$ cat src/rtl/scsr_pkg.sv
package scsr_pkg;

  // Address map; the alias each code selects is what changes the behaviour.
  localparam int ADDR_CFG      = 0;
  localparam int ADDR_CTRL     = 1;
  localparam int ADDR_CTRL_SET = 2;
  localparam int ADDR_CTRL_CLR = 3;
  localparam int ADDR_STAT     = 4;
  localparam int ADDR_STAT_CLR = 5;

  // Status word layout.
  localparam int ID_W        = 3;
  localparam int ID_LSB      = 0;
  localparam int MASTER_LSB  = 4;
  localparam int HOST_BIT    = 7;

  typedef enum logic [1:0] {
    SRC_NONE = 2'd0,
    SRC_CFG  = 2'd1,
    SRC_CTRL = 2'd2,
    SRC_STAT = 2'd3
  } rdSrc_t;

  typedef struct packed {
    logic   cfgWr;
    logic   ctrlWr;
    logic   ctrlSet;
    logic   ctrlClr;
    logic   rdEn;
    rdSrc_t rdSrc;
    logic   statClr;
  } strobe_t;

endpackage

$ cat src/rtl/scsr_ctrl.sv
module scsr_ctrl
  import scsr_pkg::*;
#(
  parameter int ADDR_W = 4
) (
  input  logic              clk,
  input  logic              rstN,
  input  logic              busSel,
  input  logic              busWr,
  input  logic [ADDR_W-1:0] busAddr,
  output strobe_t           stb
);

  logic cfgLocked;
  logic doWr;
  logic doRd;

  assign doWr = busSel & busWr;
  assign doRd = busSel & ~busWr;

  // The lock is its own flag: only reset clears it, and the first accepted write to the configuration address sets it.
  always_ff @(posedge clk or negedge rstN) begin
    if (!rstN) begin
      cfgLocked <= 1'b0;
    end else if (doWr && busAddr == ADDR_W'(ADDR_CFG)) begin
      cfgLocked <= 1'b1;
    end
  end

  always_comb begin
    stb         = '0;
    stb.rdSrc   = SRC_NONE;
    stb.rdEn    = doRd;
    if (doWr) begin
      unique case (busAddr)
        ADDR_W'(ADDR_CFG):      stb.cfgWr   = ~cfgLocked;
        ADDR_W'(ADDR_CTRL):     stb.ctrlWr  = 1'b1;
        ADDR_W'(ADDR_CTRL_SET): stb.ctrlSet = 1'b1;
        ADDR_W'(ADDR_CTRL_CLR): stb.ctrlClr = 1'b1;
        default: ;
      endcase
    end
    if (doRd) begin
      unique case (busAddr)
        ADDR_W'(ADDR_CFG):      stb.rdSrc = SRC_CFG;
        ADDR_W'(ADDR_CTRL),
        ADDR_W'(ADDR_CTRL_SET),
        ADDR_W'(ADDR_CTRL_CLR): stb.rdSrc = SRC_CTRL;
        ADDR_W'(ADDR_STAT):     stb.rdSrc = SRC_STAT;
        ADDR_W'(ADDR_STAT_CLR): begin
          stb.rdSrc   = SRC_STAT;
          stb.statClr = 1'b1;
        end
        default: stb.rdSrc = SRC_NONE;
      endcase
    end
  end

  // at most one register-changing strobe per cycle.
  assert_one_action_R11: assert property (@(posedge clk) disable iff (!rstN)
    $onehot0({stb.cfgWr, stb.ctrlWr, stb.ctrlSet, stb.ctrlClr, stb.statClr}));

  // an accepted configuration write leaves the lock set.
  assert_lock_after_write_R5: assert property (@(posedge clk) disable iff (!rstN)
    stb.cfgWr |=> cfgLocked);

  // once set, the lock stays set until reset.
  assert_lock_sticky_R6: assert property (@(posedge clk) disable iff (!rstN)
    cfgLocked |=> cfgLocked);

endmodule

$ cat src/rtl/scsr_regs.sv
module scsr_regs
  import scsr_pkg::*;
#(
  parameter int          DATA_W   = 32,
  parameter int          ERR_N    = 4,
  parameter int          ERR_LSB  = 16,
  parameter logic [31:0] CFG_INIT = 32'h0002_79E7
) (
  input  logic              clk,
  input  logic              rstN,
  input  strobe_t           stb,
  input  logic [DATA_W-1:0] wdata,
  input  logic [ID_W-1:0]   procId,
  input  logic [ID_W-1:0]   busMaster,
  input  logic              hostMaster,
  input  logic [ERR_N-1:0]  errPulse,
  output logic [DATA_W-1:0] rdata
);

  logic [DATA_W-1:0] cfgReg;
  logic [DATA_W-1:0] ctrlReg;
  logic [ERR_N-1:0]  stickyErr;
  logic [DATA_W-1:0] statusWord;
  logic [DATA_W-1:0] rdMux;
  logic [ERR_N-1:0]  stickyNext;

  always_ff @(posedge clk or negedge rstN) begin
    if (!rstN) begin
      cfgReg <= DATA_W'(CFG_INIT);
    end else if (stb.cfgWr) begin
      cfgReg <= wdata;
    end
  end

  always_ff @(posedge clk or negedge rstN) begin
    if (!rstN) begin
      ctrlReg <= '0;
    end else if (stb.ctrlWr) begin
      ctrlReg <= wdata;
    end else if (stb.ctrlSet) begin
      ctrlReg <= ctrlReg | wdata;
    end else if (stb.ctrlClr) begin
      ctrlReg <= ctrlReg & wdata;
    end
  end

  // A clearing read removes the old flags; a pulse arriving in the same cycle still lands.
  always_comb begin
    stickyNext = stb.statClr ? '0 : stickyErr;
    stickyNext = stickyNext | errPulse;
  end

  always_ff @(posedge clk or negedge rstN) begin
    if (!rstN) begin
      stickyErr <= '0;
    end else begin
      stickyErr <= stickyNext;
    end
  end

  always_comb begin
    statusWord                        = '0;
    statusWord[ID_LSB +: ID_W]        = procId;
    statusWord[MASTER_LSB +: ID_W]    = busMaster;
    statusWord[HOST_BIT]              = hostMaster;
    statusWord[ERR_LSB +: ERR_N]      = stickyErr;
  end

  always_comb begin
    unique case (stb.rdSrc)
      SRC_CFG:  rdMux = cfgReg;
      SRC_CTRL: rdMux = ctrlReg;
      SRC_STAT: rdMux = statusWord;
      default:  rdMux = '0;
    endcase
  end

  always_ff @(posedge clk or negedge rstN) begin
    if (!rstN) begin
      rdata <= '0;
    end else if (stb.rdEn) begin
      rdata <= rdMux;
    end
  end

  // the OR-in alias keeps every bit that was already set and adds the written ones.
  assert_set_alias_R3: assert property (@(posedge clk) disable iff (!rstN)
    stb.ctrlSet |=> ctrlReg == ($past(ctrlReg) | $past(wdata)));

  // the AND-in alias can only remove bits.
  assert_clear_alias_R4: assert property (@(posedge clk) disable iff (!rstN)
    stb.ctrlClr |=> ctrlReg == ($past(ctrlReg) & $past(wdata)));

  // without an accepted configuration write the register holds.
  assert_cfg_hold_R6: assert property (@(posedge clk) disable iff (!rstN)
    !stb.cfgWr |=> $stable(cfgReg));

  // a non-clearing cycle with no pulses leaves the flags as they were.
  assert_peek_keeps_R7: assert property (@(posedge clk) disable iff (!rstN)
    (!stb.statClr && errPulse == '0) |=> $stable(stickyErr));

  // every pulsed flag is set after the edge, whatever the read did.
  assert_pulse_lands_R10: assert property (@(posedge clk) disable iff (!rstN)
    (errPulse != '0) |=> ((stickyErr & $past(errPulse)) == $past(errPulse)));

  // no read, no change on the read bus.
  assert_rdata_hold_R11: assert property (@(posedge clk) disable iff (!rstN)
    !stb.rdEn |=> $stable(rdata));

endmodule

$ cat src/rtl/scsr_top.sv
module scsr_top
  import scsr_pkg::*;
#(
  parameter int          DATA_W   = 32,
  parameter int          ADDR_W   = 4,
  parameter int          ERR_N    = 4,
  parameter int          ERR_LSB  = 16,
  parameter logic [31:0] CFG_INIT = 32'h0002_79E7
) (
  input  logic              clk,
  input  logic              rstN,
  input  logic              busSel,
  input  logic              busWr,
  input  logic [ADDR_W-1:0] busAddr,
  input  logic [DATA_W-1:0] busWdata,
  output logic [DATA_W-1:0] busRdata,
  input  logic [ID_W-1:0]   procId,
  input  logic [ID_W-1:0]   busMaster,
  input  logic              hostMaster,
  input  logic [ERR_N-1:0]  errPulse
);

  strobe_t stb;

  scsr_ctrl #(
    .ADDR_W (ADDR_W)
  ) u_ctrl (
    .clk     (clk),
    .rstN    (rstN),
    .busSel  (busSel),
    .busWr   (busWr),
    .busAddr (busAddr),
    .stb     (stb)
  );

  scsr_regs #(
    .DATA_W   (DATA_W),
    .ERR_N    (ERR_N),
    .ERR_LSB  (ERR_LSB),
    .CFG_INIT (CFG_INIT)
  ) u_regs (
    .clk        (clk),
    .rstN       (rstN),
    .stb        (stb),
    .wdata      (busWdata),
    .procId     (procId),
    .busMaster  (busMaster),
    .hostMaster (hostMaster),
    .errPulse   (errPulse),
    .rdata      (busRdata)
  );

endmodule

$ cat config.mk
export PLATFORM = sky130hd
export DESIGN_NAME = scsr_top
export DESIGN_NICKNAME = d
export VERILOG_FILES = /design/src/rtl/scsr_pkg.sv /design/src/rtl/scsr_ctrl.sv /design/src/rtl/scsr_regs.sv /design/src/rtl/scsr_top.sv
export SDC_FILE = /design/constraint.sdc
export NUM_CORES = 1
export LEC_CHECK = 0
export BUFFER_PORTS_ARGS = -buffer_cell sky130_fd_sc_hd__buf_2
export CAP_MARGIN = 20
export CELL_PAD_IN_SITES_DETAIL_PLACEMENT = 1
export CELL_PAD_IN_SITES_GLOBAL_PLACEMENT = 1
export CORE_ASPECT_RATIO = 1.5
export CORE_UTILIZATION = 40
export DETAILED_ROUTE_END_ITERATION = 6
export PLACE_DENSITY_LB_ADDON = 0.1
export SYNTH_ARGS = -nofsm -noshare
export SYNTH_HDL_FRONTEND = slang
export SYNTH_SLANG_ARGS = --single-unit
$ cat constraint.sdc
create_clock -name clk -period 1.6 [get_ports clk]
set_input_delay 0.24 -clock clk [delete_from_list [all_inputs] [get_ports clk]]
set_output_delay 0.24 -clock clk [all_outputs]
set_load 0.01 [all_outputs]
After elaboration in Yosys (flattened, before gate mapping)
Index checks and enable logic that the tools add are counted.
- register bits: 101
- input bits: 51
- output and inout port bits: 32
- logic and storage cells: 38
- eq/ne operators: 8
- multiplexer cells: 13
- bitwise logic cells: 7
- reduce and logical (&&, ||, !) cells: 5
- operator list (operator ; count):
    $mux W32 ; 3
    $pmux W32 S3 ; 1
    $and A32 B32 Y32 ; 1
    $or A32 B32 Y32 ; 1
    $eq A4 B2 Y1 const B ; 2
    $eq A4 B3 Y1 const B ; 2
    $mux W4 ; 2
    $pmux W2 S3 ; 1
    $mux W1 ; 5
    $eq A2 B2 Y1 const B ; 2
    $eq A4 B1 Y1 const B ; 1
    $logic_not A4 Y1 ; 1
    $or A4 B4 Y4 ; 1
    $mux W3 ; 1
    $reduce_bool A3 Y1 ; 1
    $reduce_or A3 Y1 ; 1
    $and A1 B1 Y1 ; 2
    $eq A2 B1 Y1 const B ; 1
    $not A1 Y1 ; 2
    $reduce_or A2 Y1 ; 1
    $logic_and A1 B1 Y1 ; 1

Logic depth before layout (Yosys ltp)
Gate-level depths: netlist of run 1.
- depth in word-level cells: 6
- gate-level depth with buffers: 6
- gate-level depth less buffers: 3

Cells and area by module
From an unflattened synthesis of run 1, not the netlist that was laid out.
- cells, all modules: 422
- area, all modules: 4804.6 sq um
- modules (own cells, without submodules) (module ; times used ; cells each ; area each (sq um) ; seq. area each (sq um)):
    scsr_regs ; 1 ; 403 ; 4653.2 ; 2517.4
    scsr_ctrl ; 1 ; 19 ; 151.4 ; 25.0

Worst setup path before layout of run 1
Ideal clock, no wire load.
- kind: in2reg
- start: input port busAddr[3]
- end: register u_regs.cfgReg[10]
- library setup time: 125 ps
- arrival: 1381 ps
- required time: 1475 ps
- setup slack: 93 ps
- stages: 6
- buffers on the path: 3
- path through: nor4bb_1 > buf_2 > and3b_1 > buf_6 > buf_12 > mux2_4
- cells in the longest elaborated chain, start to end: 3
- RTL lines (what ; RTL line ; text):
    from (decl) ; scsr_top.sv:14 ; input logic [ADDR_W-1:0] busAddr,
    $logic_not A4 Y1 ; scsr_ctrl.sv:35 ; unique case (busAddr)
    $mux W1 ; scsr_ctrl.sv:35 ;
    $mux W4 ; scsr_ctrl.sv:34 ; if (doWr) begin
    to (signal assigned) ; scsr_regs.sv:29 ; cfgReg <= DATA_W'(CFG_INIT);
    to (signal assigned) ; scsr_regs.sv:31 ; cfgReg <= wdata;
    to (decl) ; scsr_regs.sv:20 ; logic [DATA_W-1:0] cfgReg;
No other way between the ends.
A chain may end at the register's enable or synchronous reset.

Worst setup path after layout of run 1
- start: register u_ctrl.cfgLocked
- end: register u_regs.cfgReg[3]
- cells in the longest elaborated chain, start to end: 3
- RTL lines (what ; RTL line ; text):
    from (decl) ; scsr_ctrl.sv:14 ; logic cfgLocked;
    from (signal assigned) ; scsr_ctrl.sv:24 ; cfgLocked <= 1'b0;
    from (signal assigned) ; scsr_ctrl.sv:26 ; cfgLocked <= 1'b1;
    $not A1 Y1 ; scsr_ctrl.sv:36 ; ADDR_W'(ADDR_CFG): stb.cfgWr = ~cfgLocked;
    $mux W1 ; scsr_ctrl.sv:35 ;
    $mux W4 ; scsr_ctrl.sv:34 ;
No other way between the ends.

==> results of run 1 <==
## power groups by stage
stage / Clock [mW] / Combinational, mW / Sequential, mW
3_3_place_gp: 0 / 0.998 / 3.26
3_5_place_dp: 0 / 1.04 / 3.28
5_1_grt: 2.22 / 1.13 / 3.30
2_1_floorplan: 0 / 0.607 / 3.26
4_1_cts: 2.13 / 1.04 / 3.24
6_report: 2.06 / 1.02 / 3.24
## per-stage QoR
stage / total power [mW] / cell area [µm²] / TNS (ps) / hold slack (ps) / setup slack (ps)
floorplan: 3.866 / 4472 / 0 / -55.59 / 93.45
global placement: 4.257 / 5182 / -773.3 / 203.9 / -38.07
detailed placement: 4.320 / 5182 / -1367 / 204.6 / -57.82
CTS: 6.413 / 5473 / 0 / 63.19 / 243.9
global route: 6.653 / 5473 / 0 / 74.81 / 200.2
finish: 6.313 / 5473 / 0 / 76.09 / 257.1
## placed cells by master, fill, tap and decap left out, types with 2 or more instances in the layout
master	synthesis	final
buf_4	0	14
o22a_1	32	32
o221ai_1	11	11
clkinvlp_4	0	2
inv_1	11	11
mux2_2	2	2
o21ai_0	21	21
buf_2	6	81
clkbuf_8	0	2
mux2i_1	32	32
dfrtp_1	89	89
mux2_4	30	30
nand2_1	33	33
a21o_1	5	5
a21boi_0	7	7
clkbuf_1	16	2
clkbuf_16	0	9
buf_12	3	8
dfstp_2	12	12
and3_1	25	25
## cells by family (layout without fill, tap and decap cells)
| family | count (synthesis) | count (layout) | share of synthesized area (%) |
|---|---|---|---|
| DFF | 101 | 101 | 56.86 |
| xor gates and xnor gates | 1 | 1 | 0.3638 |
| muxes | 64 | 64 | 17.74 |
| AOI/OAI and AO/OA | 76 | 76 | 12.79 |
| and+or+nand+nor | 68 | 68 | 7.723 |
| buffers and inverters | 37 | 131 | 4.533 |
## how the worst max path moves through the flow
stage | to | slack, ps
2_1_floorplan | u_regs.cfgReg[10] | 90
4_1_cts | u_regs.cfgReg[10] | 240
3_3_place_gp | u_regs.cfgReg[3] | -40
6_report | u_regs.cfgReg[3] | 260
5_1_grt | u_regs.ctrlReg[18] | 200
3_5_place_dp | u_regs.cfgReg[3] | -60
## per-layer routing
| layer | GRT usage (%) | vias up | wire [µm] |
|---|---|---|---|
| met4 | 6.989 | 0 | 153 |
| met2 | 35.56 | 61 | 5669 |
| met5 | 0 | - | 0 |
| met3 | 3.518 | 9 | 336 |
| met1 | 27.19 | 1598 | 4665 |
| li1 | - | 1428 | - |
## flip-flops by register name, summed over array words and instances, names as in the netlist
signal / flops
u_regs.stickyErr: 4
u_regs.cfgReg: 32
u_regs.ctrlReg: 32
u_regs.rdata: 32
u_ctrl.cfgLocked: 1
## layout make-up
type	instances	area, µm²
flip-flops and latches	101	2542
fillers	1170	5233
inverters	11	41.29
multi-input cells	209	1748
clock inverters	3	20.02
repair buffers	104	680.7
clock buffers	13	260.3
well taps	144	180.2
==> results.sh, run 1 <==
export IMPL_clock_root_buffer="clkbuf_16"
export IMPL_crit_slowest_cell="dfrtp_1"
export IMPL_gr_total_overflow=0
export IMPL_crit_chain="and3b_2, buf_12, mux2_4"
export IMPL_drcViolationCount=0
export IMPL_hold_depth=2
export IMPL_r2r_end="u_regs.cfgReg[3]"
export IMPL_seq_area_frac_synth_pct=56.86
export IMPL_floorplan_rows=46
export IMPL_cts_resized=0
export IMPL_cts_setup_buffers=0
export IMPL_synth_area_um2=4472
export IMPL_dpl_hpwl_um=7322
export IMPL_fp_dieW_um=88.33
export IMPL_stdcell_count=585
export IMPL_track_usage_pct=21.16
export IMPL_path_buf_inv=1
export IMPL_die_area_um2=11620
export IMPL_yosys_warnings=0
export IMPL_rsz0062_at_grt="false"
export IMPL_crit_required_ps=1830
export IMPL_synth_most_common_cell="dfrtp_1"
export IMPL_clock_fmax_mhz=744.6
export IMPL_antenna_found_initial=0
export IMPL_path_depth=3
export IMPL_synth_ff_type="dfrtp_1"
export IMPL_fin_nets=487
export IMPL_power_leakage_nw=2.730
export IMPL_worst_hold_path_type="in -> reg"
export IMPL_worst_ir_drop_vdd_v=0.0004861
export IMPL_num_vias=3096
export IMPL_fin_crit_sh_pct=83.93
export IMPL_startpoint_type="flip-flop"
export IMPL_netlist_top_cells_count="dfrtp_1 (89), nand2_1 (33), mux2i_1 (32), o22a_1 (32), mux2_4 (30)"
export IMPL_synthTopCellsByArea="dfrtp_1 (50%), mux2_4 (10%), mux2i_1 (7.2%)"
export IMPL_skew_ps=7.051
export IMPL_synth_seq_cells=101
export IMPL_yosysTopAreaCell="dfrtp_1"
export IMPL_layout_drive_gt1_share_pct=37.41
export IMPL_power_density_nw_per_um2=1154
export IMPL_grt_pass1_vias=3636
export IMPL_maxCapViolCount=0
export IMPL_crit_path_end_kind="flip-flop"
export IMPL_reg2reg_from="u_ctrl.cfgLocked"
export IMPL_via_per_inst=5.292
export IMPL_fin_util_pct=51.12
export IMPL_synth_fp_nets=398
export IMPL_status="finished clean"
export IMPL_clock_latency_ps=340
export IMPL_seqPwrFrac_pct=51.3
export IMPL_crit_family="flip-flops"
export IMPL_ant_nets=0
export IMPL_worstPathMaxFanout=13
export IMPL_ctsHoldBuffers=1
export IMPL_worst_slew_pin_slew_ps=519.1
export IMPL_timing_critical_path_from="u_ctrl.cfgLocked"
export IMPL_port_buffers=82
export IMPL_power_switching_mw=1.590
export IMPL_power_share_combinational_pct=16.1
export IMPL_tritoncts="yes"
export IMPL_pin_count=83
export IMPL_netlist_instances=347
export IMPL_synth_distinct_cells=28
export IMPL_slew_violations=0
export IMPL_cts_clk_slew_worst_paths_ps=70
export IMPL_area_growth_pct=22.38
export IMPL_h_tree_depth=3
export IMPL_p_int_mw=4.723
export IMPL_synth_edff_count=0
export IMPL_finalHoldViolCount=0
export IMPL_numCtsBuffers=9
export IMPL_gp_congestion=0.7480
export IMPL_r2r_slack_ps=260
export IMPL_coreArea_um2=10710
export IMPL_arrival_ps=1570
export IMPL_die_h_um=131.5
export IMPL_power_frac_clock_pct=32.6
export IMPL_cpPeakStageDelay_ps=380
export IMPL_slew_headroom_pct=65.36
export IMPL_first_pass_iters=4
export IMPL_worstHoldEndpoint="u_regs.stickyErr[2]"
export IMPL_cts_max_path_buffers=2
export IMPL_switching_share_pct=25.19
export IMPL_start_util_pct=41.77
export IMPL_setup_violations=0
export IMPL_period_needed_ps=1343
export IMPL_worstHoldStart="errPulse[2]"
export IMPL_async_flop_share_pct=100.0
export IMPL_n_antenna_cell=0
export IMPL_rr_worst_depth=3
export IMPL_dp_cells=568
export IMPL_avgSynthCellArea_um2=12.89
export IMPL_grt_first_pass_wirelength_um=18710
export IMPL_cts_sinks=101
export IMPL_first_iter_violations=128
export IMPL_crit_type="reg -> reg"
export IMPL_grt_max_degree=41
export IMPL_post_drt_wl_per_cell_um=18.50
export IMPL_wirelength_um=10820
export IMPL_synth_top_area_share_pct=49.80
Power figures use the tool's default switching activity.
==> inputs of run 2 (changes only) <==
==> constraint.sdc (replaced) <==
create_clock -name clk -period 1.1 [get_ports clk]
set_input_delay 0.165 -clock clk [delete_from_list [all_inputs] [get_ports clk]]
set_output_delay 0.165 -clock clk [all_outputs]
set_load 0.01 [all_outputs]
==> run 2 against run 1 <==
- the flow now finishes with violations (setup timing)
- wire length rose by 7.1%
- critical path depth did not move
- combinational power rose by 62%
- setup slack got worse by 470 ps
- register-to-register slack got worse by 470 ps
- utilization rose by 3.3 points
- clock skew barely moved
- first-iteration DRC count fell by 28%
- fmax rose by 2.7%
- largest power group unchanged
==> results.sh, run 2 (synthesized netlist as in run 1, its figures left out) <==
export IMPL_clock_fmax_mhz=764.5
export IMPL_slew_headroom_pct=73.54
export IMPL_ant_nets=0
export IMPL_worst_ir_drop_vdd_v=0.0008273
export IMPL_start_util_pct=41.77
export IMPL_area_growth_pct=30.36
export IMPL_crit_chain="and3b_2, buf_12, mux2_4"
export IMPL_worstPathMaxFanout=15
export IMPL_hold_slack_ps=15.50
export IMPL_via_per_inst=5.217
export IMPL_dpl_hpwl_um=7852
export IMPL_port_buffers=82
export IMPL_period_needed_ps=1308
export IMPL_met1_length_um=4894
export IMPL_pin_count=83
export IMPL_clock_latency_ps=340
export IMPL_wl_met2_um=6186
export IMPL_worst_hold_path_type="in -> reg"
export IMPL_crit_path_end_kind="flip-flop"
export IMPL_tritoncts="yes"
export IMPL_stdcell_count=604
export IMPL_biggestRegsByFlops="u_regs.cfgReg: 32 flops, u_regs.ctrlReg: 32 flops, u_regs.rdata: 32 flops"
export IMPL_gr_total_overflow=0
export IMPL_n_antenna_cell=0
export IMPL_layout_common_cells="dfrtp_1 (89), buf_2 (78)"
export IMPL_first_iter_violations=92
export IMPL_grt_first_pass_wirelength_um=18570
export IMPL_dr_max_layer_used="met4"
export IMPL_clock_root_buffer="clkbuf_16"
export IMPL_violations="setup timing"
export IMPL_cpPeakStageDelay_ps=370
export IMPL_finalHoldViolCount=0
export IMPL_fin_crit_sh_pct=118.9
export IMPL_layout_drive_gt1_share_pct=43.04
export IMPL_gp_congestion=0.7051
export IMPL_fin_nets=506
export IMPL_slew_violations=0
export IMPL_tns_ps=-5766
export IMPL_power_density_nw_per_um2=1637
export IMPL_drcViolationCount=0
export IMPL_num_vias=3151
export IMPL_floorplan_rows=46
export IMPL_setup_violations=33
export IMPL_arrival_ps=1530
export IMPL_cts_max_path_buffers=2
export IMPL_worst_slew_pin_slew_ps=396.9
export IMPL_crit_type="reg -> reg"
export IMPL_fp_dieW_um=88.33
export IMPL_first_pass_iters=4
export IMPL_antenna_found_initial=0
export IMPL_rsz0062_at_grt="true"
export IMPL_power_leakage_nw=2.871
export IMPL_coreArea_um2=10710
export IMPL_fin_ws_ps=-208.1
export IMPL_crit_slowest_cell="dfrtp_1"
export IMPL_track_usage_pct=21.16
export IMPL_maxCapViolCount=0
export IMPL_die_area_um2=11620
export IMPL_dp_cells=578
export IMPL_startpoint_type="flip-flop"
export IMPL_numCtsBuffers=9
export IMPL_wirelength_um=11590
export IMPL_grt_pass1_vias=3588
export IMPL_skew_ps=7.024
export IMPL_crit_required_ps=1320
export IMPL_cts_clk_slew_worst_paths_ps=70
export IMPL_layout_commonest_cell="dfrtp_1"
export IMPL_grt_max_degree=33
export IMPL_dr_wl_met3_um=336
export IMPL_die_h_um=131.5
export IMPL_post_drt_wl_per_cell_um=19.19
export IMPL_pre_cts_ws_ps=-445.3
export IMPL_status="finished, violations left"
export IMPL_h_tree_depth=3
export IMPL_cts_sinks=101
## run 2: cell count changes in the layout (fill, tap and decap cells not counted), moves of 7 or more
cell,change
o221ai_2,+9
buf_6,+8
o221ai_1,-9
buf_4,+7
o21ai_1,+21
o21ai_0,-21
## run 2: path summary, 6_finish.rpt
path / from / to / slack, ps / cells past startpoint
setup / recovery: u_ctrl.cfgLocked / u_regs.cfgReg[27] / -210 / 3
hold / removal: errPulse[2] / u_regs.stickyErr[2] / 20 / 2
setup reg to reg: u_ctrl.cfgLocked / u_regs.cfgReg[27] / -210 / 3
hold reg to reg: u_regs.rdata[27] / u_regs.rdata[27] / 480 / 2
max in group asynchronous: rstN / u_regs.cfgReg[6] / 250 / 3
min in group asynchronous: rstN / u_regs.rdata[24] / 300 / 2
## run 2: timing repair
item                       4_1_cts  5_1_grt
resized for setup                3       24
hold buffers                     3        0
hold endpoints to repair        20        0
setup endpoints to repair       64       61
buffers inserted                 0        5
pin swaps                        0        5
cloned                           0        2
## run 2: power by group
| part | internal, mW | switching (mW) | total (mW) | leakage (nW) |
|---|---|---|---|---|
| Combinational | 0.937 | 0.712 | 1.65 | 1.45 |
| Clock | 1.82 | 1.35 | 3.17 | 0.143 |
| Sequential | 4.38 | 0.344 | 4.72 | 1.27 |
## run 2: per-stage QoR
step / power, mW / util, % / cell area (µm²)
detailed placement: 6.399 / 49.72 / 5323
finish: 9.543 / 54.45 / 5829
global route: 9.992 / 54.45 / 5829
CTS: 9.616 / 52.83 / 5655
floorplan: 5.695 / - / 4593
global placement: 6.304 / 49.72 / 5323
## run 2: per-layer routing
metal,vias up,GRT usage [%]
met5,-,0
met2,58,36.20
li1,1467,-
met4,0,8.513
met1,1612,25.90
met3,14,3.455
## run 2: cell type report
class / instances / area, µm²
Sequential cell: 101 / 2542
Inverter: 11 / 41.29
Clock inverter: 4 / 47.55
Clock buffer: 12 / 246.5
Tap cell: 144 / 180.2
Multi-Input combinational cell: 209 / 1853
Fill cell: 1144 / 4876
Timing Repair Buffer: 123 / 918.4
## run 2: critical path, delay by kind of cell (launching register included)
| kind | cells | cell delay [ps] |
|---|---|---|
| buffers and inverters | 1 | 190 |
| DFF | 1 | 370 |
| muxes | 1 | 320 |
| and+or+nand+nor | 1 | 290 |
